**config.mk**
```make
export PLATFORM = sky130hd
export DESIGN_NAME = pin_change_irq
export DESIGN_NICKNAME = d
export VERILOG_FILES = /design/src/rtl/pin_change_irq_pkg.sv /design/src/rtl/chg_sync.sv /design/src/rtl/chg_port_slice.sv /design/src/rtl/chg_irq_drive.sv /design/src/rtl/pin_change_irq.sv
export SDC_FILE = /design/constraint.sdc
export NUM_CORES = 1
export LEC_CHECK = 0
export BUFFER_PORTS_ARGS = -buffer_cell sky130_fd_sc_hd__buf_2
export CORE_UTILIZATION = 40
export DETAILED_ROUTE_END_ITERATION = 12
export GPL_ROUTABILITY_DRIVEN = 0
export PLACE_DENSITY = 0.69
export SKIP_LAST_GASP = 1
export SLEW_MARGIN = 20
export SYNTH_ARGS = -nofsm -noshare
export SYNTH_HDL_FRONTEND = slang
export SYNTH_SLANG_ARGS = --single-unit
```
**constraint.sdc**
```tcl
create_clock -name clk -period 5.01 [get_ports clk]
set_input_delay 1.503 -clock clk [delete_from_list [all_inputs] [get_ports clk]]
set_output_delay 1.503 -clock clk [all_outputs]
set_load 0.05 [all_outputs]
```
**src/rtl/pin_change_irq_pkg.sv**
```systemverilog
// Package: shared defaults for the input-change interrupt unit.
// Assumes: a port is a byte-wide group of pins read by one strobe.
package pin_change_irq_pkg;
    localparam int DEF_PORTS = 2;
    localparam int DEF_PORT_W = 8;
    localparam int DEF_SYNC = 2;
endpackage

```
**src/rtl/chg_sync.sv**
```systemverilog
// Module: chg_sync
// Resynchronises asynchronous pins through a chain of STAGES flops.
// Assumes: each pin is treated independently, and no bus coherency is needed.
module chg_sync #(
    parameter int W      = 16,
    parameter int STAGES = 2
) (
    input  logic         clk,
    input  logic         rst_n,
    input  logic [W-1:0] d_async,
    output logic [W-1:0] q_sync
);
    logic [W-1:0] stg [STAGES];

    // Purpose: shift pin levels down the chain each clock.
    always_ff @(posedge clk) begin
        if (!rst_n) begin
            for (int i = 0; i < STAGES; i++) stg[i] <= '0;
        end else begin
            stg[0] <= d_async;
            for (int i = 1; i < STAGES; i++) stg[i] <= stg[i-1];
        end
    end

    assign q_sync = stg[STAGES-1];
endmodule

```
**src/rtl/chg_port_slice.sv**
```systemverilog
// Module: chg_port_slice
// For one port: holds the captured input value and the latched pending sources,
// and produces the masked per-pin status.
// Assumes: rd is a single-cycle strobe; settings are stable around each edge.
module chg_port_slice #(
    parameter int W = 8
) (
    input  logic         clk,
    input  logic         rst_n,
    input  logic [W-1:0] pin_sync,
    input  logic [W-1:0] dir_in,
    input  logic [W-1:0] mask,
    input  logic [W-1:0] latch,
    input  logic         rd,
    output logic [W-1:0] cap_q,
    output logic [W-1:0] status
);
    logic [W-1:0] held_q;
    logic [W-1:0] diff;
    logic [W-1:0] src;

    // Purpose: live mismatch on input pins.
    always_comb diff = dir_in & (pin_sync ^ cap_q);

    // Purpose: a pin is a source if mismatched now or holding a latched change.
    always_comb src = dir_in & (diff | held_q);

    // Purpose: hide masked pins from the status.
    always_comb status = src & ~mask;

    // Purpose: capture the port on a read strobe.
    always_ff @(posedge clk) begin
        if (!rst_n)  cap_q <= '0;
        else if (rd) cap_q <= pin_sync;
    end

    // Purpose: remember transient changes on latched pins until the port is read.
    always_ff @(posedge clk) begin
        if (!rst_n)  held_q <= '0;
        else if (rd) held_q <= '0;
        else         held_q <= latch & (held_q | diff);
    end

    // a read loads exactly the synchronised pins seen at that edge
    p_capture_r5: assert property (@(posedge clk) disable iff (!rst_n)
        rd |=> (cap_q == $past(pin_sync)));

    // a latched pending change survives any cycle without a read
    p_hold_r6: assert property (@(posedge clk) disable iff (!rst_n)
        !rd |=> (($past(held_q) & $past(latch) & ~held_q) == '0));

    // after a read, with pins unchanged, the port reports no source
    p_rd_clears_r10: assert property (@(posedge clk) disable iff (!rst_n)
        rd |=> (((pin_sync ^ cap_q) != '0) || (status == '0)));
endmodule

```
**src/rtl/chg_irq_drive.sv**
```systemverilog
// Module: chg_irq_drive
// Registers the OR of all status bits into a glitch-free pull-low enable.
// Assumes: the enable drives an open-drain pad outside this block.
module chg_irq_drive #(
    parameter int W = 16
) (
    input  logic         clk,
    input  logic         rst_n,
    input  logic [W-1:0] status_all,
    output logic         irq_q
);
    // Purpose: register the reduced status.
    always_ff @(posedge clk) begin
        if (!rst_n) irq_q <= 1'b0;
        else        irq_q <= |status_all;
    end

    // any status bit raises the line on the next cycle
    p_irq_rise_r1: assert property (@(posedge clk) disable iff (!rst_n)
        (|status_all) |=> irq_q);

    // no status bit releases the line on the next cycle
    p_irq_fall_r1: assert property (@(posedge clk) disable iff (!rst_n)
        !(|status_all) |=> !irq_q);
endmodule

```
**src/rtl/pin_change_irq.sv**
```systemverilog
// Module: pin_change_irq (top)
// Input-change interrupt for an expander: synchroniser, one slice per port,
// and a registered pull-low enable.
// Assumes: mask/direction/latch settings are held outside; all masked at reset.
module pin_change_irq
    import pin_change_irq_pkg::*;
#(
    parameter int NUM_PORTS   = DEF_PORTS,
    parameter int PORT_W      = DEF_PORT_W,
    parameter int SYNC_STAGES = DEF_SYNC
) (
    input  logic                          clk,
    input  logic                          rst_n,
    input  logic [NUM_PORTS*PORT_W-1:0]   pin_async,
    input  logic [NUM_PORTS*PORT_W-1:0]   pin_dir_in,
    input  logic [NUM_PORTS*PORT_W-1:0]   irq_mask,
    input  logic [NUM_PORTS*PORT_W-1:0]   latch_en,
    input  logic [NUM_PORTS-1:0]          port_rd,
    output logic                          irq_drive_low,
    output logic [NUM_PORTS*PORT_W-1:0]   in_port_q,
    output logic [NUM_PORTS*PORT_W-1:0]   irq_status
);
    localparam int NPINS = NUM_PORTS * PORT_W;

    logic [NPINS-1:0] pin_sync;

    chg_sync #(.W(NPINS), .STAGES(SYNC_STAGES)) u_sync (
        .clk     (clk),
        .rst_n   (rst_n),
        .d_async (pin_async),
        .q_sync  (pin_sync)
    );

    for (genvar p = 0; p < NUM_PORTS; p++) begin : g_port
        chg_port_slice #(.W(PORT_W)) u_slice (
            .clk      (clk),
            .rst_n    (rst_n),
            .pin_sync (pin_sync[p*PORT_W +: PORT_W]),
            .dir_in   (pin_dir_in[p*PORT_W +: PORT_W]),
            .mask     (irq_mask[p*PORT_W +: PORT_W]),
            .latch    (latch_en[p*PORT_W +: PORT_W]),
            .rd       (port_rd[p]),
            .cap_q    (in_port_q[p*PORT_W +: PORT_W]),
            .status   (irq_status[p*PORT_W +: PORT_W])
        );
    end

    chg_irq_drive #(.W(NPINS)) u_irq (
        .clk        (clk),
        .rst_n      (rst_n),
        .status_all (irq_status),
        .irq_q      (irq_drive_low)
    );

    // a fully masked unit keeps the line released
    p_all_masked_r3: assert property (@(posedge clk) disable iff (!rst_n)
        ((&irq_mask) && $past(&irq_mask)) |-> !irq_drive_low);

    // output pins never appear as sources
    p_out_pin_quiet_r4: assert property (@(posedge clk) disable iff (!rst_n)
        (irq_status & ~pin_dir_in) == '0);
endmodule

```
==> impl_metrics.csv <==
group,metric,value,unit
detailed_routing,vias,1828,
clock_tree,clk_path_buf_depth,2,
logic_synthesis,yosys_warnings,0,
detailed_routing,firstDrtPassIters,4,
logic_synthesis,syn_avg_cell_area,10.39,um2
grt,antenna_found_initial,0,
cells_and_area,nNetsFinal,403,
power,leakagePower,1.706,nW
detailed_routing,drt_wl_total,4589,um
worst_setup_path,cp_max_fo,2,
detailed_routing,wl_per_cell,11.14,um
die,start_util,42.64,%
clock_tree,clkTransAtPathRegs,70,ps
logic_synthesis,synth_top_area_share,53.77,%
logic_synthesis,synth_top_area_cell,"dfxtp_1",
clock_tree,clk_latency,320,ps
cells_and_area,drive_above_1_share,34.12,%
power,ir_drop,0.1769,mV
placement,place_hpwl,3460,um
grt,grt_start_max_net_pins,52,
grt,grt_usage,14.92,%
worst_setup_path,cp_slowest_cell,"buf_2",
detailed_routing,drtIter0Drc,39,
timing,fin_skew,5.470,ps
logic_synthesis,syn_area,2420,um2
timing,max_slew_margin,57.34,%
grt,gr-total-overflow,0,
worst_setup_path,start_kind,"primary input",
cells_and_area,num_antenna_cells,0,
clock_tree,cts_buffers,9,
timing,setup_tns,0,ps
timing,drv_slew,0,
clock_tree,cts_sinks,65,
die,core_area,5675,um2
detailed_routing,postRouteAntennaNets,0,
logic_synthesis,yosysSeqAreaShare,53.77,%
worst_setup_path,critPathArrivalTime,2140,ps
worst_setup_path,path_common_cell,"buf_2",
worst_setup_path,cp.required,3510,ps
timing,timing.final.crit_share,72.80,%
die,io_pins,101,
placement,port-buffer-count,100,
power,swShare,23.42,%
power,p_sw,0.2609,mW
clock_tree,clockRootBuffer,"clkbuf_8",
timing,tightest_slew,639.9,ps
die,dieArea,6365,um2
worst_setup_path,rrSetupSlack,3210,ps
timing,setup_viol,0,
worst_setup_path,crit_chain,"buf_2 > nor2b_1 > o21ai_0 > inv_1 > buf_2",
power,seq_power_share,48.7,%
cells_and_area,syn2layout_area_growth,31.90,%
cells_and_area,finish.utilization,56.24,%
detailed_routing,drc,0,
clock_tree,cts_tree,"built",
clock_tree,holdBufCountCts,0,
timing,hold_viol,0,
clock_tree,cts_setup_buffers,0,
logic_synthesis,synth-seq-cells,65,
timing,max_clock_freq,274.2,MHz
power,power_frac_clock,41.2,%
logic_synthesis,syn_nets,301,
logic_synthesis,yosysUniqueCellTypes,16,
worst_hold_path,hold_path_class,"reg -> reg",
timing,rsz0062_at_grt,"false",
run,cap_violations,0,
die,die_w,79.78,um
timing,period_needed,3647,ps
clock_tree,h-tree-depth,3,
status,status,"finished clean",
worst_setup_path,end_kind,"primary output",
grt,grt_pass1_wl,7051,um
power,p_comb_share,10.1,%
die,rows,27,
detailed_routing,via_per_inst,4.437,
die,fp.dieH,79.78,um
power,p_per_area,349.0,nW/um2
clock_tree,cts_resized,0,
worst_setup_path,criticalPathCategory,"in -> out",
power,intPower,0.8530,mW
worst_setup_path,max_stage_delay,250,ps
logic_synthesis,synth_cells,233,
grt,grt_pass1_vias,1627,
logic_synthesis,synth_area_leaders,"dfxtp_1, and2_1, mux2i_1",
-- layer usage --
metal	GRT usage [%]	vias to the layer above	part of all wire, %
met5	0	-	0
met4	9.643	0	2.1
met3	3.657	10	8.0
met2	23.08	65	42
met1	18.42	784	47
li1	-	969	-
-- Yosys cell counts --
master and number:
o41a_1 1, and2_1 32, nor3b_1 16, mux2i_1 16
clkbuf_1 9, a21oi_1 16, nand2b_1 4, inv_1 14
o211a_1 8, nor2b_1 22, or4_1 2, dfxtp_1 65
xor2_1 16, o2111ai_1 2, o21ai_0 6, nor2_1 4
-- placed cells by master, fill, tap and decap left out, drive strengths merged --
cell type / n
mux2i: 16
nand2b: 4
bufinv: 1
o2111ai: 2
buf: 100
clkbuf: 12
o41a: 1
o21ai: 6
a21oi: 16
nor3b: 16
dfxtp: 65
xor2: 16
nor2b: 22
clkinv: 1
and2: 32
inv: 14
o211a: 8
or4: 2
nor2: 4
clkinvlp: 2
-- state kept, by name, summed over array words and instances, names as in the netlist --
| register | flops |
|---|---|
| u_sync.stg | 32 |
| g_port.u_slice.cap_q | 16 |
| g_port.u_slice.held_q | 16 |
| u_irq.irq_q | 1 |
-- power by group through the flow --
stage	sequential, mW	clock, mW	combinational [mW]
final	0.542	0.459	0.113
after global routing	0.544	0.494	0.123
after CTS	0.542	0.473	0.115
after detailed placement	0.554	0	0.114
after global placement	0.553	0	0.113
after floorplan	0.568	0	0.0575
-- cells by family (layout without fill, tap and decap cells) --
kind of cell              after synthesis  count (layout)  synth area share [%]
buffers and inverters                  23             130                 3.568
AOI/OAI and AO/OA                      33              33                 9.049
and+or+nand+nor                        80              80                 21.20
xor gates and xnor gates               16              16                 5.791
DFF                                    65              65                 53.77
muxes                                  16              16                 6.618
-- cell type report --
cell class / count / area [um2]
Fill cell: 548 / 2484
Sequential cell: 65 / 1301
Multi-Input combinational cell: 145 / 1032
Timing Repair Buffer: 100 / 500.5
Clock buffer: 12 / 165.2
Tap cell: 72 / 90.09
Inverter: 14 / 52.55
Clock inverter: 4 / 50.05
-- per-stage QoR --
step           instance area [um2]  setup slack (ps)  power (mW)  cells  hold WS, ps
2_1_floorplan                 2420              1202      0.6251    233        411.9
3_3_place_gp                  2977              1373      0.6667    396        414.3
3_5_place_dp                  2977              1368      0.6684    396        416.9
4_1_cts                       3192              1362       1.130    412        434.0
5_1_grt                       3192              1286       1.161    412        446.7
6_report                      3192              1363       1.114    412        432.7
-- critical path: cells and delay by family --
| family | cells | cell delay (ps) |
|---|---|---|
| buffers and inverters | 3 | 400 |
| AO/OA/AOI/OAI | 1 | 130 |
| AND/OR/NAND/NOR | 1 | 110 |
-- worst paths after layout --
| check | end | start | cells past startpoint |
|---|---|---|---|
| min reg2reg | u_sync.stg[0][20] | u_sync.stg[0][4] | 1 |
| max reg2reg | u_irq.irq_q | g_port[0].u_slice.cap_q[7] | 4 |
| max | irq_status[9] | pin_dir_in[9] | 5 |
| min | u_sync.stg[0][20] | u_sync.stg[0][4] | 1 |
(Power assumes the default switching activity.)
